[config.mk]
export PLATFORM = sky130hd
export DESIGN_NAME = irqh_ctrl
export DESIGN_NICKNAME = d
export VERILOG_FILES = /design/src/rtl/irqh_pkg.sv /design/src/rtl/irqh_sel_delay.sv /design/src/rtl/irqh_level_reg.sv /design/src/rtl/irqh_ctrl.sv
export SDC_FILE = /design/constraint.sdc
export NUM_CORES = 1
export LEC_CHECK = 0
export ABC_AREA = 1
export CAP_MARGIN = 40
export CORE_MARGIN = 10
export CORE_UTILIZATION = 30
export CTS_CLUSTER_DIAMETER = 120
export DETAILED_ROUTE_END_ITERATION = 7
export SLEW_MARGIN = 10
export SYNTH_ARGS = -nofsm -noshare
export SYNTH_HDL_FRONTEND = slang
export SYNTH_SLANG_ARGS = --single-unit
[constraint.sdc]
create_clock -name clk -period 1.45 [get_ports clk]
set_input_delay 0.29 -clock clk [delete_from_list [all_inputs] [get_ports clk]]
set_output_delay 0.29 -clock clk [all_outputs]
set_load 0.01 [all_outputs]
[src/rtl/irqh_pkg.sv]
package irqh_pkg;

    typedef enum logic [2:0] {
        ST_IDLE  = 3'd0,
        ST_WAIT  = 3'd1,
        ST_DELAY = 3'd2,
        ST_SEL   = 3'd3,
        ST_HOLD  = 3'd4
    } irqh_state_e;

    function automatic int unsigned sel_delay_cycles(input int unsigned delay_ps,
                                                     input int unsigned period_ps);
        int unsigned c;
        c = (delay_ps + period_ps - 1) / period_ps;
        if (c < 1) c = 1;
        return c;
    endfunction

endpackage

[src/rtl/irqh_sel_delay.sv]
module irqh_sel_delay #(
    parameter int unsigned DLY_CYC = 5,
    localparam int unsigned CNT_W  = (DLY_CYC > 1) ? $clog2(DLY_CYC) : 1
) (
    input  logic clk,
    input  logic rst_n,
    input  logic load,
    input  logic run,
    output logic expired
);

    logic [CNT_W-1:0] cnt_d, cnt_q;

    always_comb begin
        cnt_d = cnt_q;
        if (load) begin
            cnt_d = CNT_W'(DLY_CYC - 1);
        end else if (run && cnt_q != '0) begin
            cnt_d = cnt_q - 1'b1;
        end
    end

    always_ff @(posedge clk or negedge rst_n) begin
        if (!rst_n) cnt_q <= '0;
        else        cnt_q <= cnt_d;
    end

    assign expired = (cnt_q == '0);

endmodule

[src/rtl/irqh_level_reg.sv]
module irqh_level_reg #(
    parameter int unsigned    LVL_W    = 2,
    parameter logic [LVL_W-1:0] LVL_CODE = 2'b11
) (
    input  logic             clk,
    input  logic             rst_n,
    input  logic             load,
    input  logic             clr_n,
    output logic [LVL_W-1:0] code,
    output logic             irq_n
);

    typedef struct packed {
        logic [LVL_W-1:0] code;
        logic             act;
    } lvl_t;

    lvl_t lvl_d, lvl_q;

    always_comb begin
        lvl_d = lvl_q;
        if (!clr_n) begin
            lvl_d.code = '0;
            lvl_d.act  = 1'b0;
        end else if (load) begin
            lvl_d.code = LVL_CODE;
            lvl_d.act  = 1'b1;
        end
    end

    always_ff @(posedge clk or negedge rst_n) begin
        if (!rst_n) lvl_q <= '0;
        else        lvl_q <= lvl_d;
    end

    assign code  = lvl_q.code;
    assign irq_n = !lvl_q.act;

endmodule

[src/rtl/irqh_ctrl.sv]
module irqh_ctrl #(
    parameter int unsigned CLK_PERIOD_PS = 4000,
    parameter int unsigned SEL_DELAY_PS  = 20000,
    parameter int unsigned LVL_W         = 2,
    parameter logic [LVL_W-1:0] LVL_CODE = 2'b11
) (
    input  logic             clk,
    input  logic             rst_n,
    input  logic             req_n,
    input  logic             cpu_rdy_n,
    input  logic             fn_ack_n,
    input  logic             tmg_ack,
    input  logic             cpu_clr_n,
    output logic             pend_n,
    output logic             sel_n,
    output logic             prec,
    output logic [LVL_W-1:0] lvl_code,
    output logic             irq_n
);
    import irqh_pkg::*;

    localparam int unsigned DLY_CYC = sel_delay_cycles(SEL_DELAY_PS, CLK_PERIOD_PS);

    typedef struct packed {
        irqh_state_e st;
        logic        lat;
        logic        ack;
        logic        clr_seen;
        logic        prec;
    } ctl_t;

    ctl_t c_d, c_q;
    logic dly_load, dly_exp, lvl_load, ack_ok, clr_ok;

    irqh_sel_delay #(.DLY_CYC(DLY_CYC)) u_dly (
        .clk     (clk),
        .rst_n   (rst_n),
        .load    (dly_load),
        .run     (c_q.st == ST_DELAY),
        .expired (dly_exp)
    );

    irqh_level_reg #(.LVL_W(LVL_W), .LVL_CODE(LVL_CODE)) u_lvl (
        .clk   (clk),
        .rst_n (rst_n),
        .load  (lvl_load),
        .clr_n (cpu_clr_n),
        .code  (lvl_code),
        .irq_n (irq_n)
    );

    assign ack_ok = c_q.ack || !fn_ack_n;
    assign clr_ok = c_q.clr_seen || !cpu_clr_n;

    always_comb begin
        c_d      = c_q;
        c_d.prec = 1'b0;
        dly_load = 1'b0;
        lvl_load = 1'b0;
        unique case (c_q.st)
            ST_IDLE: begin
                if (!req_n) c_d.st = ST_WAIT;
            end
            ST_WAIT: begin
                if (req_n) begin
                    c_d.st = ST_IDLE;
                end else if (!cpu_rdy_n) begin
                    c_d.st   = ST_DELAY;
                    c_d.lat  = 1'b1;
                    dly_load = 1'b1;
                end
            end
            ST_DELAY: begin
                if (dly_exp) begin
                    c_d.st   = ST_SEL;
                    c_d.prec = 1'b1;
                    c_d.ack  = 1'b0;
                end
            end
            ST_SEL: begin
                if (tmg_ack && ack_ok) begin
                    c_d.st       = ST_HOLD;
                    c_d.lat      = 1'b0;
                    c_d.ack      = 1'b0;
                    c_d.clr_seen = !cpu_clr_n;
                    lvl_load     = 1'b1;
                end else if (!fn_ack_n) begin
                    c_d.ack = 1'b1;
                end
            end
            ST_HOLD: begin
                if (clr_ok && req_n) begin
                    c_d.st       = ST_IDLE;
                    c_d.clr_seen = 1'b0;
                end else begin
                    c_d.clr_seen = clr_ok;
                end
            end
            default: c_d.st = ST_IDLE;
        endcase
    end

    always_ff @(posedge clk or negedge rst_n) begin
        if (!rst_n) begin
            c_q.st       <= ST_IDLE;
            c_q.lat      <= 1'b0;
            c_q.ack      <= 1'b0;
            c_q.clr_seen <= 1'b0;
            c_q.prec     <= 1'b0;
        end else begin
            c_q <= c_d;
        end
    end

    assign pend_n = (c_q.st != ST_WAIT);
    assign sel_n  = !((c_q.st == ST_SEL) && c_q.lat);
    assign prec   = c_q.prec;

endmodule

# After elaboration in Yosys (flattened, before gate mapping)
# Index checks and enable logic that the tools add are counted.
# totals
ff_bits,13
in_bits,7
output_inout_bits,6
# classes
add_sub_neg,1
n_eq_ne,14
muxes,27
reduce_logical,21
# op_table
operator,n
2-to-1 mux 3 bit,8
case mux 3 bit (5 select lines),1
2-to-1 mux 1 bit,13
inequality test 2 bit (second input constant),6
2-to-1 mux 4 bit,2
nonzero test 2 bit,4
== test 3 x 2 -> 1 bit (second input constant),2
zero test 3 bit,2
inequality test 3 bit (second input constant),2
case mux 1 bit (2 select lines),3
AND reduction 5 bit,1
logical AND 1 bit,4
zero test 1 bit,4
AND reduction 4 bit,1
== test 3 x 1 -> 1 bit (second input constant),1
== test 3 bit (second input constant),1
inequality test 3 x 1 -> 1 bit (second input constant),1
AND reduction 3 bit,1
nonzero test 3 bit,1
subtractor 3 x 1 -> 3 bit (second input constant),1
logical OR 1 bit,2
inequality test 2 x 1 -> 1 bit (second input constant),1
AND reduction 2 bit,1

# Depth between registers and ports, before layout
# Gate-level depths: netlist of the first run.
# logic_depth
word_depth,7
mapped_depth,10

# By module
# Synthesis of the first run repeated with hierarchy kept, for this count alone.
# hier_totals
hier_cells,94
area_unflattened_um2,690.7
# modules_own_cells
mod,instances,cells_per_inst,area_each_um2,seq_area_each_um2
irqh_ctrl,1,64,461.7,175.2
irqh_sel_delay,1,24,181.4,75.1
irqh_level_reg,1,6,47.5,25.0

# Worst setup path after synthesis of the first run
# Ideal clock, no wire load.
# synth_timing
path_type,register to register
start,reg u_dly.cnt_q[0]
end,reg c_q[6] (netlist bit)
setup_ns,0.122
arrival_time_ns,1.180
path_slack_ns,0.148
path_stages_with_launch,11
period_less_slack_ns,1.302
path_cell_list,dfrtp_1 inv_1 ha_1 ha_1 inv_1 nand3_4 nand2_4 nor2_2 nand2_2 nand2_1 nand2_1
# synth_between
elab_chain_cells,3
# synth_rtl
item,line,rtl
"start, declared",irqh_sel_delay.sv:12,"logic [CNT_W-1:0] cnt_d, cnt_q;"
"start signal, assigned",irqh_sel_delay.sv:25,else cnt_q <= cnt_d;
zero test 3 bit,irqh_sel_delay.sv:28,assign expired = (cnt_q == '0);
inequality test 2 bit (no source line),-,
AND reduction 5 bit (no source line),-,
"end, declared",irqh_ctrl.sv:32,"ctl_t c_d, c_q;"
# Every way passes these cells.
# A chain may end at the register's enable or synchronous reset.

# Worst setup path after layout of the first run
# layout_timing
start,reg prec (netlist name)
end,out prec
# layout_lines
item,line,rtl
"end, declared",irqh_ctrl.sv:16,"output logic prec,"
# No word-level cell between the ends.

==> insert_results.sql, run 1 <==
INSERT INTO impl_metrics (metric_group, metric, value, unit) VALUES
('run_status', 'run_status', 'finished, final reports clean', ''),
('cells_and_area', 'mostFrequentLayoutCell', 'sky130_fd_sc_hd__nand2_1', ''),
('sta', 'setup_clock_skew_after_layout', '0.00184', 'ns'),
('floorplanning', 'floorplan_die_width', '66.1', 'um'),
('yosys', 'syn_avg_cell_area', '7.77', 'um2'),
('cells_and_area', 'drive_gt1_share', '29.2', '%'),
('clock_tree', 'insertion_delay', '0.26', 'ns'),
('cells_and_area', 'area_growth_syn_to_layout', '39.1', '%'),
('floorplanning', 'die-height', '66.1', 'um'),
('floorplanning', 'fp.coreArea', '0.00198', 'mm2'),
('sta', 'worst-slew-pin-transition', '0.205', 'ns'),
('routing', 'routed_wire_length_per_instance', '9.94', 'um'),
('yosys', 'synth_seq_cells', '11', ''),
('cells_and_area', 'final.fill_count', '209', ''),
('worst_setup_path', 'crit_type', 'register to output pin', ''),
('clock_tree', 'h-tree-depth', '1', ''),
('worst_setup_path', 'critPathRequiredTime', '1.16', 'ns'),
('routing', 'detail_route.drc_violations', '0', ''),
('cells_and_area', 'fin_util', '44.7', '%'),
('cells_and_area', 'finalInstanceArea', '886', 'um2'),
('worst_setup_path', 'slowest_delay', '0.53', 'ns'),
('yosys', 'cell_area_synth', '637', 'um2'),
('grt', 'globalRoute.totalOverflow', '0', ''),
('sta', 'period_share', '97.0', '%'),
('routing', 'final_antenna_net_count', '0', ''),
('power_and_ir_drop', 'cellPowerDensity', '1990', 'mW/mm2'),
('floorplanning', 'initial_utilization', '32.1', '%'),
('yosys', 'syn-instance-count', '82', ''),
('sta', 'total_of_endpoints_with_negative_setup_slack_in_the_final_report', '0', ''),
('floorplanning', 'design.portCount', '13', ''),
('power_and_ir_drop', 'power.static_leakage', '0.457', 'nW'),
('hold_path', 'timing.hold.worst.class', 'primary input to asynchronous set/reset pin', ''),
('yosys', 'yosys_warnings', '0', ''),
('floorplanning', 'dieArea', '0.00437', 'mm2'),
('worst_setup_path', 'worst_ep_arrival_time', '1.12', 'ns'),
('worst_setup_path', 'critical_path.cell_chain', 'clkdlybuf4s50_1', ''),
('sta', 'grt_setup_unrepaired', 'yes', ''),
('routing', 'drt_iter0_markers', '5', ''),
('sta', 'fin_tns_setup', '0', 'ns'),
('place', 'place.port_buffers', '12', ''),
('place', 'dpl_cell_area', '817', 'um2'),
('sta', 'report.final.slew_viol_count', '0', ''),
('worst_setup_path', 'critPathLaunchType', 'register', ''),
('yosys', 'syn_nets', '91', ''),
('clock_tree', 'postCtsHoldBufs', '0', ''),
('clock_tree', 'number_of_sinks_handled_by_clock_tree_synthesis', '11', ''),
('grt', 'first_pass_grt_wire_length', '2.14', 'mm'),
('worst_setup_path', 'cp.buffers_inverters', '1', ''),
('sta', 'max_freq', '711', 'MHz'),
('worst_setup_path', 'cp_slowest_cell', 'sky130_fd_sc_hd__clkdlybuf4s50_1', ''),
('yosys', 'synth_top_cell_by_area', 'sky130_fd_sc_hd__dfrtp_1', ''),
('cells_and_area', 'antennaDiodeCount', '0', ''),
('place', 'hpwl', '1.08', 'mm'),
('grt', 'track_usage', '6.17', '%'),
('routing', 'avgViaCountPerCell', '4.26', ''),
('routing', 'wl', '1.32', 'mm'),
('run', 'drv_cap', '0', ''),
('cells_and_area', 'layout.cells.most_common_list', 'sky130_fd_sc_hd__nand2_1, sky130_fd_sc_hd__inv_1, sky130_fd_sc_hd__dfrtp_1, sky130_fd_sc_hd__buf_4', ''),
('sta', 'hold_viol', '0', ''),
('grt', 'grt_max_degree', '12', ''),
('yosys', 'unique_cell_type_count_in_the_yosys_netlist', '20', ''),
('clock_tree', 'clkSlewWorstSetupHoldPaths', '0.07', 'ns'),
('cells_and_area', 'multi_input_comb_area', '319', 'um2'),
('floorplanning', 'floorplan.rows', '16', ''),
('clock_tree', 'clk_path_buf_depth', '2', ''),
('worst_setup_path', 'endpoint_kind', 'output pin', ''),
('cells_and_area', 'layout.area.seq', '277', 'um2'),
('clock_tree', 'clock_tree.root_cell', 'sky130_fd_sc_hd__clkbuf_4', ''),
('yosys', 'synth.yosys.seq_area_share', '43.2', '%'),
('grt', 'antenna_violations_before_repair', '0', ''),
('grt', 'via_count_of_the_first_global_routing_pass', '556', '');
## final timing paths
check                                      startpoint                          to  slack, ns  cells past startpoint
setup / recovery                       prec$_DFF_PN0_                        prec       0.04                      1
hold / removal                                  rst_n  u_dly.cnt_q[2]$_DFFE_PN0P_       0.31                      2
setup reg to reg           u_dly.cnt_q[0]$_DFFE_PN0P_          c_q[6]$_DFFE_PN0P_       0.07                     10
hold reg to reg                    c_q[3]$_DFFE_PN0P_          c_q[3]$_DFFE_PN0P_       0.50                      1
max in group asynchronous                       rst_n          c_q[6]$_DFFE_PN0P_       0.97                      2
min in group clk                   c_q[3]$_DFFE_PN0P_          c_q[3]$_DFFE_PN0P_       0.50                      1
## final cells by class
cell class	instances	share of cell area, %
Multi-Input combinational cell	56	36.0
Inverter	13	5.51
Clock buffer	4	2.97
Timing Repair Buffer	22	20.5
Tap cell	27	3.81
Sequential cell	11	31.2
## where the power goes
part	switching [mW]	internal (mW)
registers	0.0811	0.439
clock network	0.106	0.106
logic	0.562	0.471
total	0.749	1.02
## registers in the layout (all words and copies together) (netlist names)
signal	flops
u_lvl.code	1
u_dly.cnt_q	3
c_q	6
prec	1
## stage by stage
| step | cells | worst slack, ns | hold WS, ns |
|---|---|---|---|
| 6_report | 133 | 0.0428 | 0.313 |
| 2_1_floorplan | 82 | 0.148 | -0.00559 |
| 3_5_place_dp | 125 | -0.0533 | 0.484 |
| 5_1_grt | 133 | -0.0160 | 0.331 |
| 3_3_place_gp | 125 | -0.0470 | 0.485 |
| 4_1_cts | 131 | -0.0130 | 0.318 |
## routing by layer
layer / global-route usage (%) / wire (um) / up-vias
met5: 0 / 0 / -
met4: 3.93 / 8 / 0
met3: 1.53 / 26 / 2
met2: 10.4 / 691 / 4
met1: 6.75 / 597 / 256
li1: - / - / 304
## cells in the mapped netlist, drive strengths merged
cell type and instances:
inv 13, xor2 1, nand2 25, o211ai 1, dfrtp 11, buf 2
nor3 1, nand3 8, a21oi 3, o21ai 3, nor2 11, ha 2
o21a 1
## cells by family (layout without fill, tap and decap cells)
family	count (synthesis)	in the layout	synth area share, %
AO/OA/AOI/OAI	8	8	7.07
XOR/XNOR	1	1	1.38
adder cells (fa/ha/maj)	2	2	3.93
buffers and inverters	15	39	10.6
flip-flops	11	11	43.2
AND/OR/NAND/NOR	45	45	33.8
## what timing repair did
item / CTS / global route
setup buffers: 2 / 2
pin swaps: 1 / 4
gates resized for setup: 14 / 7
endpoints found under the setup margin: 5 / 6
endpoints found under the hold margin: 0 / 0
Power figures use the tool's default switching activity.
==> inputs of run 2 (changes only) <==
Settings changed: CORE_MARGIN 10 to unset.
==> run 2 against run 1 <==
Net effect: wire length increased by 11%; fmax increased by 0.67%; first-iteration DRC count increased by 80%.
==> insert_results.sql, run 2 (same netlist as run 1, synthesis figures left out) <==
INSERT INTO impl_metrics (metric_group, metric, value, unit) VALUES
('worst_setup_path', 'crit_fanout', '3', ''),
('floorplanning', 'die-height', '48.1', 'um'),
('grt', 'track_usage', '14.6', '%'),
('grt', 'grt.busiest_layer', 'met2', ''),
('power_and_ir_drop', 'cellPowerDensity', '2100', 'mW/mm2'),
('cells_and_area', 'regMostFlops', 'c_q', ''),
('worst_setup_path', 'critPathRequiredTime', '1.66', 'ns'),
('sta', 'total_of_endpoints_with_negative_setup_slack_in_the_final_report', '0', ''),
('cells_and_area', 'antennaDiodeCount', '0', ''),
('place', 'place.port_buffers', '12', ''),
('power_and_ir_drop', 'power.static_leakage', '0.510', 'nW'),
('grt', 'antenna_violations_before_repair', '0', ''),
('cells_and_area', 'fin_util', '49.7', '%'),
('clock_tree', 'cts-buffers-inserted', '3', ''),
('worst_setup_path', 'slowest_delay', '0.40', 'ns'),
('floorplanning', 'floorplan_die_width', '48.1', 'um'),
('power_and_ir_drop', 'p_sw_share', '41.7', '%'),
('grt', 'grt_util_met2', '23.8', '%'),
('place', 'final_weighted_congestion_in_routability_driven_placement', '0.846', ''),
('clock_tree', 'clk_path_buf_depth', '2', ''),
('sta', 'report.final.slew_viol_count', '0', ''),
('place', 'hpwl', '982', 'um'),
('routing', 'avgViaCountPerCell', '4.45', ''),
('worst_setup_path', 'critPathLaunchType', 'register', ''),
('worst_setup_path', 'endpoint_kind', 'register', ''),
('routing', 'routed_wire_length_per_instance', '10.5', 'um'),
('worst_setup_path', 'crit_type', 'register to register', ''),
('cells_and_area', 'layout.cells.most_common_list', 'sky130_fd_sc_hd__nand2_1, sky130_fd_sc_hd__buf_4, sky130_fd_sc_hd__dfrtp_1', ''),
('cells_and_area', 'finish.net_count', '122', ''),
('worst_setup_path', 'cp_slowest_cell', 'sky130_fd_sc_hd__dfrtp_1', ''),
('floorplanning', 'floorplan.rows', '16', ''),
('routing', 'drt_iter0_markers', '9', ''),
('grt', 'grt_max_degree', '12', ''),
('clock_tree', 'postCtsHoldBufs', '0', ''),
('sta', 'hold_viol', '0', ''),
('sta', 'timing.hold.ws', '0.309', 'ns'),
('power_and_ir_drop', 'p_int', '1.21', 'mW'),
('grt', 'via_count_of_the_first_global_routing_pass', '538', ''),
('routing', 'wl', '1.46', 'mm'),
('sta', 'max_freq', '715', 'MHz'),
('cells_and_area', 'flip_flop_count_of_the_largest_register_all_copies_and_words_added', '6', ''),
('clock_tree', 'cts_tree', 'done', ''),
('hold_path', 'timing.hold.worst.class', 'primary input to asynchronous set/reset pin', ''),
('sta', 'period_minus_slack', '1.40', 'ns'),
('floorplanning', 'initial_utilization', '32.1', '%'),
('cells_and_area', 'area_growth_syn_to_layout', '54.8', '%'),
('run', 'drv_cap', '0', ''),
('sta', 'setup_clock_skew_after_layout', '0.000449', 'ns'),
('clock_tree', 'clkSlewWorstSetupHoldPaths', '0.07', 'ns'),
('routing', 'number_of_vias_in_the_routed_layout', '618', ''),
('worst_setup_path', 'timing.critical_path.max_delay_family', 'simple AND/OR/NAND/NOR gates', ''),
('cells_and_area', 'final.fill_count', '192', ''),
('run_status', 'run_status', 'finished, final reports clean', ''),
('worst_setup_path', 'critical_path.cell_chain', 'buf_6, buf_4, buf_4, nor2_4, nand3_1, nand2_2, nor2_4, nand2_2, nand2_1, nand2_1', ''),
('routing', 'final_antenna_net_count', '0', ''),
('sta', 'period_share', '96.4', '%'),
('power_and_ir_drop', 'power.share.combinational', '64.6', '%'),
('routing', 'dr.pass1.iters', '5', ''),
('worst_setup_path', 'cp.buffers_inverters', '3', ''),
('clock_tree', 'clock_tree.root_cell', 'sky130_fd_sc_hd__clkbuf_4', ''),
('clock_tree', 'number_of_sinks_handled_by_clock_tree_synthesis', '11', ''),
('floorplanning', 'dieArea', '0.00231', 'mm2'),
('grt', 'globalRoute.totalOverflow', '0', ''),
('sta', 'max_slew_margin', '86.3', '%'),
('grt', 'met1_usage', '18.3', '%'),
('power_and_ir_drop', 'net-switching-power', '866', 'uW'),
('cells_and_area', 'mostFrequentLayoutCell', 'sky130_fd_sc_hd__nand2_1', ''),
('power_and_ir_drop', 'seq_power_share', '24.8', '%'),
('cells_and_area', 'drive_gt1_share', '36.6', '%'),
('clock_tree', 'insertion_delay', '0.27', 'ns'),
('power_and_ir_drop', 'max-vdd-ir-drop', '1.16', 'mV'),
('floorplanning', 'design.portCount', '13', ''),
('sta', 'worst-slew-pin-transition', '0.205', 'ns'),
('clock_tree', 'h-tree-depth', '1', ''),
('worst_setup_path', 'worst_ep_arrival_time', '1.61', 'ns'),
('routing', 'detail_route.drc_violations', '0', ''),
('floorplanning', 'fp.coreArea', '0.00198', 'mm2'),
('cells_and_area', 'biggest_registers_after_layout', 'c_q: 6 flops, u_dly.cnt_q: 3 flops', ''),
('power_and_ir_drop', 'clock_power_share', '10.5', '%'),
('grt', 'first_pass_grt_wire_length', '2.26', 'mm'),
('grt', 'gr-usage-met3', '2.26', '%');
-- run 2: changes by cell type in the layout (fill, tap and decap cells not counted), moves of 2 or more --
cell / delta
sky130_fd_sc_hd__ha_4: +2
sky130_fd_sc_hd__buf_4: +4
sky130_fd_sc_hd__ha_1: -2
sky130_fd_sc_hd__nand2_2: +2
sky130_fd_sc_hd__nand2_1: -2
sky130_fd_sc_hd__nor2_4: +2
sky130_fd_sc_hd__buf_6: +3
sky130_fd_sc_hd__nor2_2: -2
-- run 2: through the flow --
stage	cell area, um2	TNS [ns]	std cells	worst slack, ns	power, mW
6_report	986	0	139	0.0521	2.07
5_1_grt	986	-0.0408	139	-0.0260	2.24
4_1_cts	876	-0.0652	132	-0.0652	1.78
3_5_place_dp	817	-0.0608	125	-0.0503	1.45
3_3_place_gp	817	-0.0234	125	-0.0173	1.43
2_1_floorplan	637	0	82	0.148	1.15
-- run 2: timing repair --
action,in CTS,in global routing
setup buffers,3,7
resized for setup,15,18
endpoints found under the hold margin,0,0
endpoints found under the setup margin,7,7
pin swaps,1,7
-- run 2: worst paths after layout --
kind                                    start                        end  slack [ns]  cells after the start
max                        c_q[5]$_DFFE_PN0P_         c_q[6]$_DFFE_PN0P_        0.05                     10
min                                     rst_n  u_lvl.code[0]$_DFFE_PN0P_        0.31                      2
max reg2reg                c_q[5]$_DFFE_PN0P_         c_q[6]$_DFFE_PN0P_        0.05                     10
min reg2reg                c_q[3]$_DFFE_PN0P_         c_q[3]$_DFFE_PN0P_        0.50                      1
max in group asynchronous               rst_n         c_q[4]$_DFFE_PN0P_        0.99                      2
min in group clk           c_q[3]$_DFFE_PN0P_         c_q[3]$_DFFE_PN0P_        0.50                      1
-- run 2: routing by layer --
| metal | routed length [um] | up-vias | share of wire (%) |
|---|---|---|---|
| met5 | 0 | - | 0 |
| met4 | 23 | 0 | 1.6 |
| met3 | 39 | 4 | 2.7 |
| met2 | 732 | 11 | 50 |
| met1 | 668 | 285 | 46 |
| li1 | - | 318 | - |
-- run 2: power by group through the flow --
stage | logic (mW) | clock network (mW) | registers (mW)
3_3_place_gp | 0.910 | 0 | 0.519
4_1_cts | 1.04 | 0.224 | 0.512
3_5_place_dp | 0.923 | 0 | 0.525
6_report | 1.34 | 0.219 | 0.515
5_1_grt | 1.47 | 0.237 | 0.529
2_1_floorplan | 0.628 | 0 | 0.525
-- run 2: final cells by class --
class | count | area [um2] | share of cell area [%]
Sequential cell | 11 | 275 | 27.9
Multi-Input combinational cell | 56 | 359 | 36.4
Clock buffer | 4 | 26.3 | 2.66
Tap cell | 27 | 33.8 | 3.43
Timing Repair Buffer | 28 | 243 | 24.6
Inverter | 13 | 48.8 | 4.95
